`src/rtl/legacy_region_pkg.sv`:
```
package legacy_region_pkg;
  localparam int NUM_VGA  = 3;
  localparam int NUM_SEG  = 16;
  localparam int NUM_REG  = NUM_VGA + NUM_SEG;
  localparam int IDX_W    = 5;
  localparam int CFG_AW   = 5;
  localparam int SEG_SHIFT = 14;

  localparam logic [CFG_AW-1:0] CFG_CTRL  = 5'd0;
  localparam logic [CFG_AW-1:0] CFG_TOM   = 5'd1;
  localparam logic [CFG_AW-1:0] CFG_ATTR0 = 5'd2;
  localparam logic [CFG_AW-1:0] CFG_LAST  = CFG_ATTR0 + CFG_AW'(NUM_REG - 1);

  typedef struct packed {
    logic pci;
    logic cache;
    logic wr;
    logic rd;
  } reg_attr_t;

  typedef enum logic [1:0] {
    CLS_LOW    = 2'd0,
    CLS_LEGACY = 2'd1,
    CLS_HIGH   = 2'd2,
    CLS_OUT    = 2'd3
  } acc_class_t;
endpackage

```
`src/rtl/legacy_region_cfg.sv`:
```
module legacy_region_cfg
  import legacy_region_pkg::*;
#(
  parameter int ADDR_W = 32,
  parameter logic [ADDR_W-1:0] TOM_RESET = 32'h0100_0000
) (
  input  logic                  clk,
  input  logic                  rst_n,
  input  logic                  cfg_we,
  input  logic [CFG_AW-1:0]     cfg_addr,
  input  logic [ADDR_W-1:0]     cfg_wdata,
  output logic                  a20_mask,
  output logic [NUM_VGA-1:0]    steer,
  output logic [ADDR_W-1:0]     tom,
  output reg_attr_t [NUM_REG-1:0] attr
);

  always_ff @(posedge clk or negedge rst_n) begin
    if (!rst_n) begin
      a20_mask <= 1'b0;
      steer    <= '0;
    end else if (cfg_we && cfg_addr == CFG_CTRL) begin
      a20_mask <= cfg_wdata[0];
      steer    <= cfg_wdata[NUM_VGA:1];
    end
  end

  always_ff @(posedge clk or negedge rst_n) begin
    if (!rst_n) tom <= TOM_RESET;
    else if (cfg_we && cfg_addr == CFG_TOM) tom <= cfg_wdata;
  end

  for (genvar r = 0; r < NUM_REG; r++) begin : g_attr
    localparam logic [CFG_AW-1:0] MY_ADDR = CFG_ATTR0 + CFG_AW'(r);
    always_ff @(posedge clk or negedge rst_n) begin
      if (!rst_n) attr[r] <= '0;
      else if (cfg_we && cfg_addr == MY_ADDR) attr[r] <= reg_attr_t'(cfg_wdata[3:0]);
    end
  end


  tom_load_chk: assert property (@(posedge clk) disable iff (!rst_n)
    (cfg_we && cfg_addr == CFG_TOM) |=> tom == $past(cfg_wdata));


  bad_addr_hold_chk: assert property (@(posedge clk) disable iff (!rst_n)
    (cfg_we && cfg_addr > CFG_LAST) |=> ($stable(attr) && $stable(tom) && $stable(steer) && $stable(a20_mask)));

endmodule

```
`src/rtl/legacy_region_map.sv`:
```
module legacy_region_map
  import legacy_region_pkg::*;
#(
  parameter int ADDR_W = 32
) (
  input  logic              clk,
  input  logic              rst_n,
  input  logic [ADDR_W-1:0] addr,
  input  logic              smi,
  input  logic              a20_mask,
  input  logic [ADDR_W-1:0] tom,
  output acc_class_t        cls,
  output logic [IDX_W-1:0]  idx
);

  logic [ADDR_W-1:0] ea;
  logic              upper_zero;
  logic              in_vga;
  logic              in_seg;

  always_comb begin
    ea = addr;
    if (a20_mask && !smi) ea[20] = 1'b0;
  end

  assign upper_zero = (ea[ADDR_W-1:20] == '0);
  assign in_vga     = upper_zero && (ea[19:17] == 3'b101);
  assign in_seg     = upper_zero && (ea[19:18] == 2'b11);

  always_comb begin
    if (ea >= tom)              cls = CLS_OUT;
    else if (in_vga || in_seg)  cls = CLS_LEGACY;
    else if (upper_zero)        cls = CLS_LOW;
    else                        cls = CLS_HIGH;
  end

  always_comb begin
    idx = '0;
    if (cls == CLS_LEGACY) begin
      if (in_seg)         idx = IDX_W'(NUM_VGA) + {1'b0, ea[SEG_SHIFT+3:SEG_SHIFT]};
      else if (!ea[16])   idx = 5'd0;
      else if (!ea[15])   idx = 5'd1;
      else                idx = 5'd2;
    end
  end


  idx_range_chk: assert property (@(posedge clk) disable iff (!rst_n)
    (cls == CLS_LEGACY) |-> (idx < IDX_W'(NUM_REG)));


  a20_wrap_chk: assert property (@(posedge clk) disable iff (!rst_n)
    (a20_mask && !smi && addr[ADDR_W-1:21] == '0 && addr[20] && addr[19:17] == 3'b000 && addr < tom)
      |-> (cls == CLS_LOW));

endmodule

```
`src/rtl/legacy_region_attr.sv`:
```
module legacy_region_attr
  import legacy_region_pkg::*;
(
  input  logic                    clk,
  input  logic                    rst_n,
  input  acc_class_t              cls,
  input  logic [IDX_W-1:0]        idx,
  input  reg_attr_t [NUM_REG-1:0] attr,
  input  logic [NUM_VGA-1:0]      steer,
  input  logic                    acc_valid,
  input  logic                    acc_write,
  input  logic                    ext_master,
  output logic                    rd_ok,
  output logic                    wr_ok,
  output logic                    cacheable,
  output logic                    pci_ok,
  output logic                    gfx_steer,
  output logic                    outside,
  output logic                    reject
);

  reg_attr_t sel;
  logic      allowed;

  always_comb begin
    sel       = '0;
    gfx_steer = 1'b0;
    unique case (cls)
      CLS_LOW, CLS_HIGH: sel = '{pci: 1'b1, cache: 1'b1, wr: 1'b1, rd: 1'b1};
      CLS_LEGACY: begin
        if (idx < IDX_W'(NUM_REG)) sel = attr[idx];
        if (idx < IDX_W'(NUM_VGA)) gfx_steer = steer[idx[1:0]];
      end
      default: sel = '0;
    endcase
  end

  assign rd_ok     = sel.rd;
  assign wr_ok     = sel.wr;
  assign cacheable = sel.cache;
  assign pci_ok    = sel.pci;
  assign outside   = (cls == CLS_OUT);

  assign allowed = (acc_write ? sel.wr : sel.rd) && (!ext_master || sel.pci);
  assign reject  = acc_valid && !allowed;


  outside_quiet_chk: assert property (@(posedge clk) disable iff (!rst_n)
    (cls == CLS_OUT) |-> !(rd_ok || wr_ok || cacheable || pci_ok || gfx_steer));


  steer_vga_chk: assert property (@(posedge clk) disable iff (!rst_n)
    gfx_steer |-> (cls == CLS_LEGACY && idx < IDX_W'(NUM_VGA)));


  reject_valid_chk: assert property (@(posedge clk) disable iff (!rst_n)
    reject |-> acc_valid);


  default_full_chk: assert property (@(posedge clk) disable iff (!rst_n)
    (cls == CLS_LOW || cls == CLS_HIGH) |-> (rd_ok && wr_ok && cacheable && pci_ok && !gfx_steer));

endmodule

```
`src/rtl/legacy_region_decoder.sv`:
```
module legacy_region_decoder
  import legacy_region_pkg::*;
#(
  parameter int ADDR_W = 32,
  parameter logic [ADDR_W-1:0] TOM_RESET = 32'h0100_0000
) (
  input  logic              clk,
  input  logic              rst_n,
  input  logic              cfg_we,
  input  logic [4:0]        cfg_addr,
  input  logic [ADDR_W-1:0] cfg_wdata,
  input  logic              acc_valid,
  input  logic [ADDR_W-1:0] acc_addr,
  input  logic              acc_write,
  input  logic              acc_smi,
  input  logic              ext_master,
  output logic              rd_ok,
  output logic              wr_ok,
  output logic              cacheable,
  output logic              pci_ok,
  output logic              gfx_steer,
  output logic              outside,
  output logic              legacy_hit,
  output logic [4:0]        region_idx,
  output logic              reject
);

  logic                    a20_mask;
  logic [NUM_VGA-1:0]      steer;
  logic [ADDR_W-1:0]       tom;
  reg_attr_t [NUM_REG-1:0] attr;
  acc_class_t              cls;
  logic [IDX_W-1:0]        idx;

  legacy_region_cfg #(.ADDR_W(ADDR_W), .TOM_RESET(TOM_RESET)) u_cfg (
    .clk(clk), .rst_n(rst_n), .cfg_we(cfg_we), .cfg_addr(cfg_addr),
    .cfg_wdata(cfg_wdata), .a20_mask(a20_mask), .steer(steer), .tom(tom), .attr(attr)
  );

  legacy_region_map #(.ADDR_W(ADDR_W)) u_map (
    .clk(clk), .rst_n(rst_n), .addr(acc_addr), .smi(acc_smi),
    .a20_mask(a20_mask), .tom(tom), .cls(cls), .idx(idx)
  );

  legacy_region_attr u_attr (
    .clk(clk), .rst_n(rst_n), .cls(cls), .idx(idx), .attr(attr), .steer(steer),
    .acc_valid(acc_valid), .acc_write(acc_write), .ext_master(ext_master),
    .rd_ok(rd_ok), .wr_ok(wr_ok), .cacheable(cacheable), .pci_ok(pci_ok),
    .gfx_steer(gfx_steer), .outside(outside), .reject(reject)
  );

  assign legacy_hit = (cls == CLS_LEGACY);
  assign region_idx = idx;

endmodule

```
`config.mk`:
```
export PLATFORM = sky130hd
export DESIGN_NAME = legacy_region_decoder
export DESIGN_NICKNAME = d
export VERILOG_FILES = /design/src/rtl/legacy_region_pkg.sv /design/src/rtl/legacy_region_cfg.sv /design/src/rtl/legacy_region_map.sv /design/src/rtl/legacy_region_attr.sv /design/src/rtl/legacy_region_decoder.sv
export SDC_FILE = /design/constraint.sdc
export NUM_CORES = 1
export LEC_CHECK = 0
export BUFFER_PORTS_ARGS = -buffer_cell sky130_fd_sc_hd__clkbuf_2
export CORE_MARGIN = 10
export CORE_UTILIZATION = 52
export CTS_BUF_LIST = sky130_fd_sc_hd__clkbuf_8
export DETAILED_ROUTE_END_ITERATION = 16
export PLACE_DENSITY = 0.82
export SKIP_LAST_GASP = 1
export SLEW_MARGIN = 15
export SYNTH_ARGS = -nofsm -noshare
export SYNTH_HDL_FRONTEND = slang
export SYNTH_SLANG_ARGS = --single-unit
```
`constraint.sdc`:
```
create_clock -name clk -period 7.1 [get_ports clk]
set_input_delay 0.71 -clock clk [delete_from_list [all_inputs] [get_ports clk]]
set_output_delay 0.71 -clock clk [all_outputs]
set_load 0.005 [all_outputs]
```
# Yosys cells after proc, flatten, opt, wreduce, memory -nomap -nowiden
# Index checks and enable logic that the tools add are counted.
totals:
  output_inout_bits: 13
  regBits: 112
op_classes:
  n_eq_ne: 25
  n_reduce_logical: 35
  n_mux: 17
  order_cmp: 5
  addsub: 1
op_table:
  columns: ["cell", "n"]
  rows:
  - ["5-bit by 4-bit equality test with 1-bit output (second input constant)", 8]
  - ["32-bit >= comparator", 1]
  - ["1-bit logical AND", 26]
  - ["5-bit equality test (second input constant)", 5]
  - ["4-bit binary-select mux with 5-bit select", 1]
  - ["5-bit by 3-bit equality test with 1-bit output (second input constant)", 4]
  - ["5-bit 2-to-1 mux", 3]
  - ["12-bit logical NOT", 1]
  - ["5-bit by 2-bit equality test with 1-bit output (second input constant)", 2]
  - ["2-bit 2-to-1 mux", 4]
  - ["4-bit 2-to-1 mux", 2]
  - ["4-bit case mux with 2 select lines", 1]
  - ["2-bit equality test (second input constant)", 3]
  - ["5-bit by 6-bit less-than comparator with 1-bit output (second input constant)", 1]
  - ["2-bit by 4-bit adder with 5-bit output (first input constant)", 1]
  - ["5-bit by 1-bit equality test with 1-bit output (second input constant)", 1]
  - ["5-bit logical NOT", 1]
  - ["5-bit by 2-bit less-than comparator with 1-bit output (second input constant)", 1]
  - ["5-bit less-than comparator (second input constant)", 1]
  - ["1-bit 2-to-1 mux", 5]
  - ["3-bit equality test (second input constant)", 1]
  - ["1-bit logical NOT", 3]
  - ["2-bit by 3-bit less-than comparator with 1-bit output (second input constant)", 1]
  - ["1-bit binary-select mux with 2-bit select", 1]
  - ["other kinds (4)", 5]

# Longest topological paths before layout
logic_depth:
  word_depth: 18
  ltp_mapped: 15
  mapped_depth_nobuf: 14

# Modules after synthesis
# Synthesis repeated with hierarchy kept, for this count alone.
unflattened:
  cells_unflattened: 485
  area_unflattened_um2: 6140.9
modules_own_cells:
  columns: ["module", "cells_per_inst", "area_each_um2", "instances"]
  rows:
  - ["legacy_region_cfg", 271, 4350.4, 1]
  - ["legacy_region_map", 143, 980.9, 1]
  - ["legacy_region_attr", 70, 795.8, 1]
  - ["legacy_region_decoder", 1, 13.8, 1]

# Least setup slack after synthesis
# OpenSTA, ideal clock, no wires.
synth_path:
  path_kind: "input -> output"
  startpoint: "input acc_smi"
  endpoint: "output reject"
  path_stages: 14
  required_time_ps: 6390
  setup_slack_ps: 2980
  path_buffers: 1
  arrival_ps: 3410
  cell_sequence: "nand2b_1 -> and2_1 -> ha_1 -> a21oi_1 -> o21ai_0 -> a221oi_1 -> nand3_1 -> buf_2 -> nor2_1 -> inv_1 -> a2111oi_0 -> a21boi_0 -> nand3_1 -> a31oi_1"
synth_between:
  elab_chain_len: 18
synth_rtl:
  columns: ["element", "line", "rtl"]
  rows:
  - ["start: declaration", "legacy_region_decoder.sv:15", "input logic acc_smi,"]
  - ["1-bit logical NOT *", "legacy_region_map.sv:23", "if (a20_mask && !smi) ea[20] = 1'b0;"]
  - ["1-bit logical AND *", "legacy_region_map.sv:23", null]
  - ["1-bit 2-to-1 mux *", "legacy_region_map.sv:23", null]
  - ["parallel branches: the longest is 10 deep, another holds 32-bit >= comparator", null, null]
  - ["4-bit case mux with 2 select lines *", "legacy_region_attr.sv:28", "unique case (cls)"]
  - ["1-bit 2-to-1 mux / 1-bit logical OR (equally long branches)", "legacy_region_attr.sv:44", "assign allowed = (acc_write ? sel.wr : sel.rd) && (!ext_master || sel.pci);"]
  - ["1-bit logical AND *", "legacy_region_attr.sv:44", null]
  - ["1-bit logical NOT *", "legacy_region_attr.sv:45", "assign reject = acc_valid && !allowed;"]
  - ["1-bit logical AND *", "legacy_region_attr.sv:45", null]
  - ["end: declaration", "legacy_region_decoder.sv:25", "output logic reject"]
# Every way passes the cells marked *. The select of a mux whose other input is x is not followed.

# Worst setup path after layout
# Ends and elaborated chain as after synthesis.

==> results.md <==
- Clk pin slew, worst setup/hold paths: 100 ps
- Post-CTS setup buffer count: 0
- Place WS: 2010 ps
- Clock buffer depth: 2
- Syn_nets: 703
- Ports: 89
- Max Fclk: 191 MHz
- Finish-stage setup viols: 0
- Initial antenna violation count: 0
- Placed instance area: 7070 sq um
- Type of the worst setup path: in2out
- Nets: 781
- GR Overflow Total: 0
- Layout cells sized above 1: 35.0%
- H-tree lvl count: 3
- Ys async rst share: 100%
- Critical path required time: 6390 ps
- Clk_skew: 0 ps
- Fin cells: 845
- Post-synth top flop: dfrtp_1
- Gpl congestion: 0.997
- Post-cts sizing count: 0
- Most common cell after layout, fill and taps aside: mux2_2
- Cts hold-fix bufs: 0
- Startpoint types: input pin
- N_diodes: 0
- First drt pass iteration count: 6
- Number of flops mapped to enable cells by yosys: 0
- Top cell type's share of synthesized area: 42.7%
- Core area: 12,100 sq um
- Pwr Total: 1.63 mW
- CP max stage delay: 810 ps
- Fin. Hold Viols: 0
- Post-Route Setup TNS: 0 ps
- Commonest non-fill, non-tap cells in the layout: mux2_2 (114), dfrtp_1 (111), clkbuf_2 (87), inv_1 (43), nand2_1 (39)
- Area contributors post-synth: dfrtp_1 (43%), mux2_2 (20%), ha_1 (6.3%)
- Die area: 17,400 sq um
- Synth area leader: dfrtp_1
- Vias in the first global route: 5,310
- Worst-Skew Late Latency: 400 ps
- Drt via density: 6.14
- Final Util: 60.2%
- Starting Density: 53.7%
- Hold_ws: 214 ps
- Final worst-path cycle share: 73.7%
- Rel. slew slack: 31.6%
- # rows: 40
- Mapped Area: 6500 sq um
- Clock sinks: 112
- Worst-path fanout max: 13
- Mapped Cells: 594
- P&R area growth vs syn: 12.0%
- Min cycle time layout: 5230 ps
- Critical Path End Type: output port
- Clock root buffer: clkbuf_8
- Min setup slack post-route: 1870 ps
- CTS tree: yes
- DRC: 0
- Netlist cell types: 71
- Placed Cells: 829
- Routed WL: 17,700 um
- Number of synthesized register bits: 112
- Outcome: complete, no violations
- Num CTS Buffers: 9
- Die X: 132 um
- Final Cell Area: 7290 sq um
- Post-route antenna net violation count: 0
- Slowest cell on crit path: nor3_1
- PD cells: 224 nW/um^2
- GRT Resource Usage Total: 20.3%
- Slew @ Worst Pin: 1030 ps
- Final Slew Violations: 0
- Pin count of the biggest net entering global routing: 85
- Cells along the critical path: clkbuf_2 > nand2b_1 > and2_1 > ha_1 > a21oi_1 > o21ai_0 > a221oi_1 > nand3_1 > nor3_1 > and4_1 > o41a_1 > nand3b_1 > a31oi_1 > clkbuf_2
- Drt first-iter violations: 432
- Maximum vdd drop: 105 uV
- Max-Cap Viols: 0
- Average wire per standard cell: 20.9 um
- Mean post-synth cell area: 10.9 sq um
- YS warnings: 0
- Via count: 5,188
- DP HPWL: 13,600 um
- Worst EP arrival: 4520 ps
- Leakage: 3.36 nW
- Critical Path Most Common Cell: clkbuf_2
- Hold crit path type: in2async
- I/O Buffers: 88
- First-pass GRT wire length: 28,300 um
- Sequential fraction of the synthesis area: 43.1%
- Die Y: 132 um
- RSZ-0062 raised after global routing: false
## cell usage after synthesis, types with 3 or more instances
library cell / number
a2111oi_0: 4
a211oi_1: 4
a21o_1: 3
a21oi_1: 23
a221o_1: 3
a221oi_1: 3
a22o_1: 3
a31oi_1: 3
and2_1: 4
and3_1: 6
and4_1: 3
buf_1: 3
buf_2: 3
clkbuf_1: 14
dfrtp_1: 111
ha_1: 33
inv_1: 43
mux2_2: 114
mux2i_1: 9
nand2_1: 39
nand2b_1: 8
nand3_1: 23
nand4_1: 10
nor2_1: 19
nor2b_1: 9
nor3_1: 9
nor4_1: 3
o211ai_1: 7
o21ai_0: 15
o22ai_1: 4
or3_1: 3
## final timing paths
kind	end	slack [ps]	startpoint	depth (start not counted)
max	reject	1870	acc_smi	14
min	u_cfg.tom[22]	210	rst_n	1
max reg2reg	u_cfg.attr[45]	6290	u_cfg.attr[45]	1
min reg2reg	u_cfg.attr[65]	520	u_cfg.attr[65]	1
max in group asynchronous	u_cfg.tom[0]	5530	rst_n	2
min in group clk	u_cfg.attr[65]	520	u_cfg.attr[65]	1
## layer usage
layer	track usage, %	vias to the layer above	routed length [um]
li1	-	2347	-
met1	25.2	2587	7420
met2	34.4	219	8740
met3	4.04	35	1110
met4	6.86	0	392
met5	0	-	0
## sequential cells by signal (all words and copies together), names as in the netlist
name	cells
u_cfg.tom	32
u_cfg.steer	3
u_cfg.attr	76
u_cfg.a20_mask	1
## area by class of cell
| type | instances | area (sq um) |
|---|---|---|
| Clock inverter | 7 | 96.3 |
| Sequential cell | 112 | 2800 |
| Clock buffer | 9 | 124 |
| Fill cell | 1052 | 4820 |
| Timing Repair Buffer | 90 | 458 |
| Multi-Input combinational cell | 415 | 3430 |
| Inverter | 44 | 165 |
| Tap cell | 168 | 210 |
## critical path: cells and delay by family
family	cells	cell delay, ps
simple gates	6	2290
compound gates	5	1120
fa+ha+maj	1	180
buf+inv	2	210
## cell families (layout without fill, tap and decap cells)
family                     after synthesis  in the layout  synth area share, %
buffers and inverters                   67            150                 4.16
and+or+nand+nor                        152            152                 12.5
muxes                                  123            123                 21.1
AOI/OAI and AO/OA                      105            105                 12.5
DFF                                    112            112                 43.1
adders and majority gates               33             33                 6.35
xor gates and xnor gates                 2              2                0.269
## power by group
part	leakage [nW]	internal [mW]	switching, mW	total [mW]
clock	0.113	0.199	0.222	0.421
combinational	1.81	0.188	0.186	0.374
sequential	1.43	0.762	0.0772	0.839
Note: power is estimated with default switching activity, not from simulation.
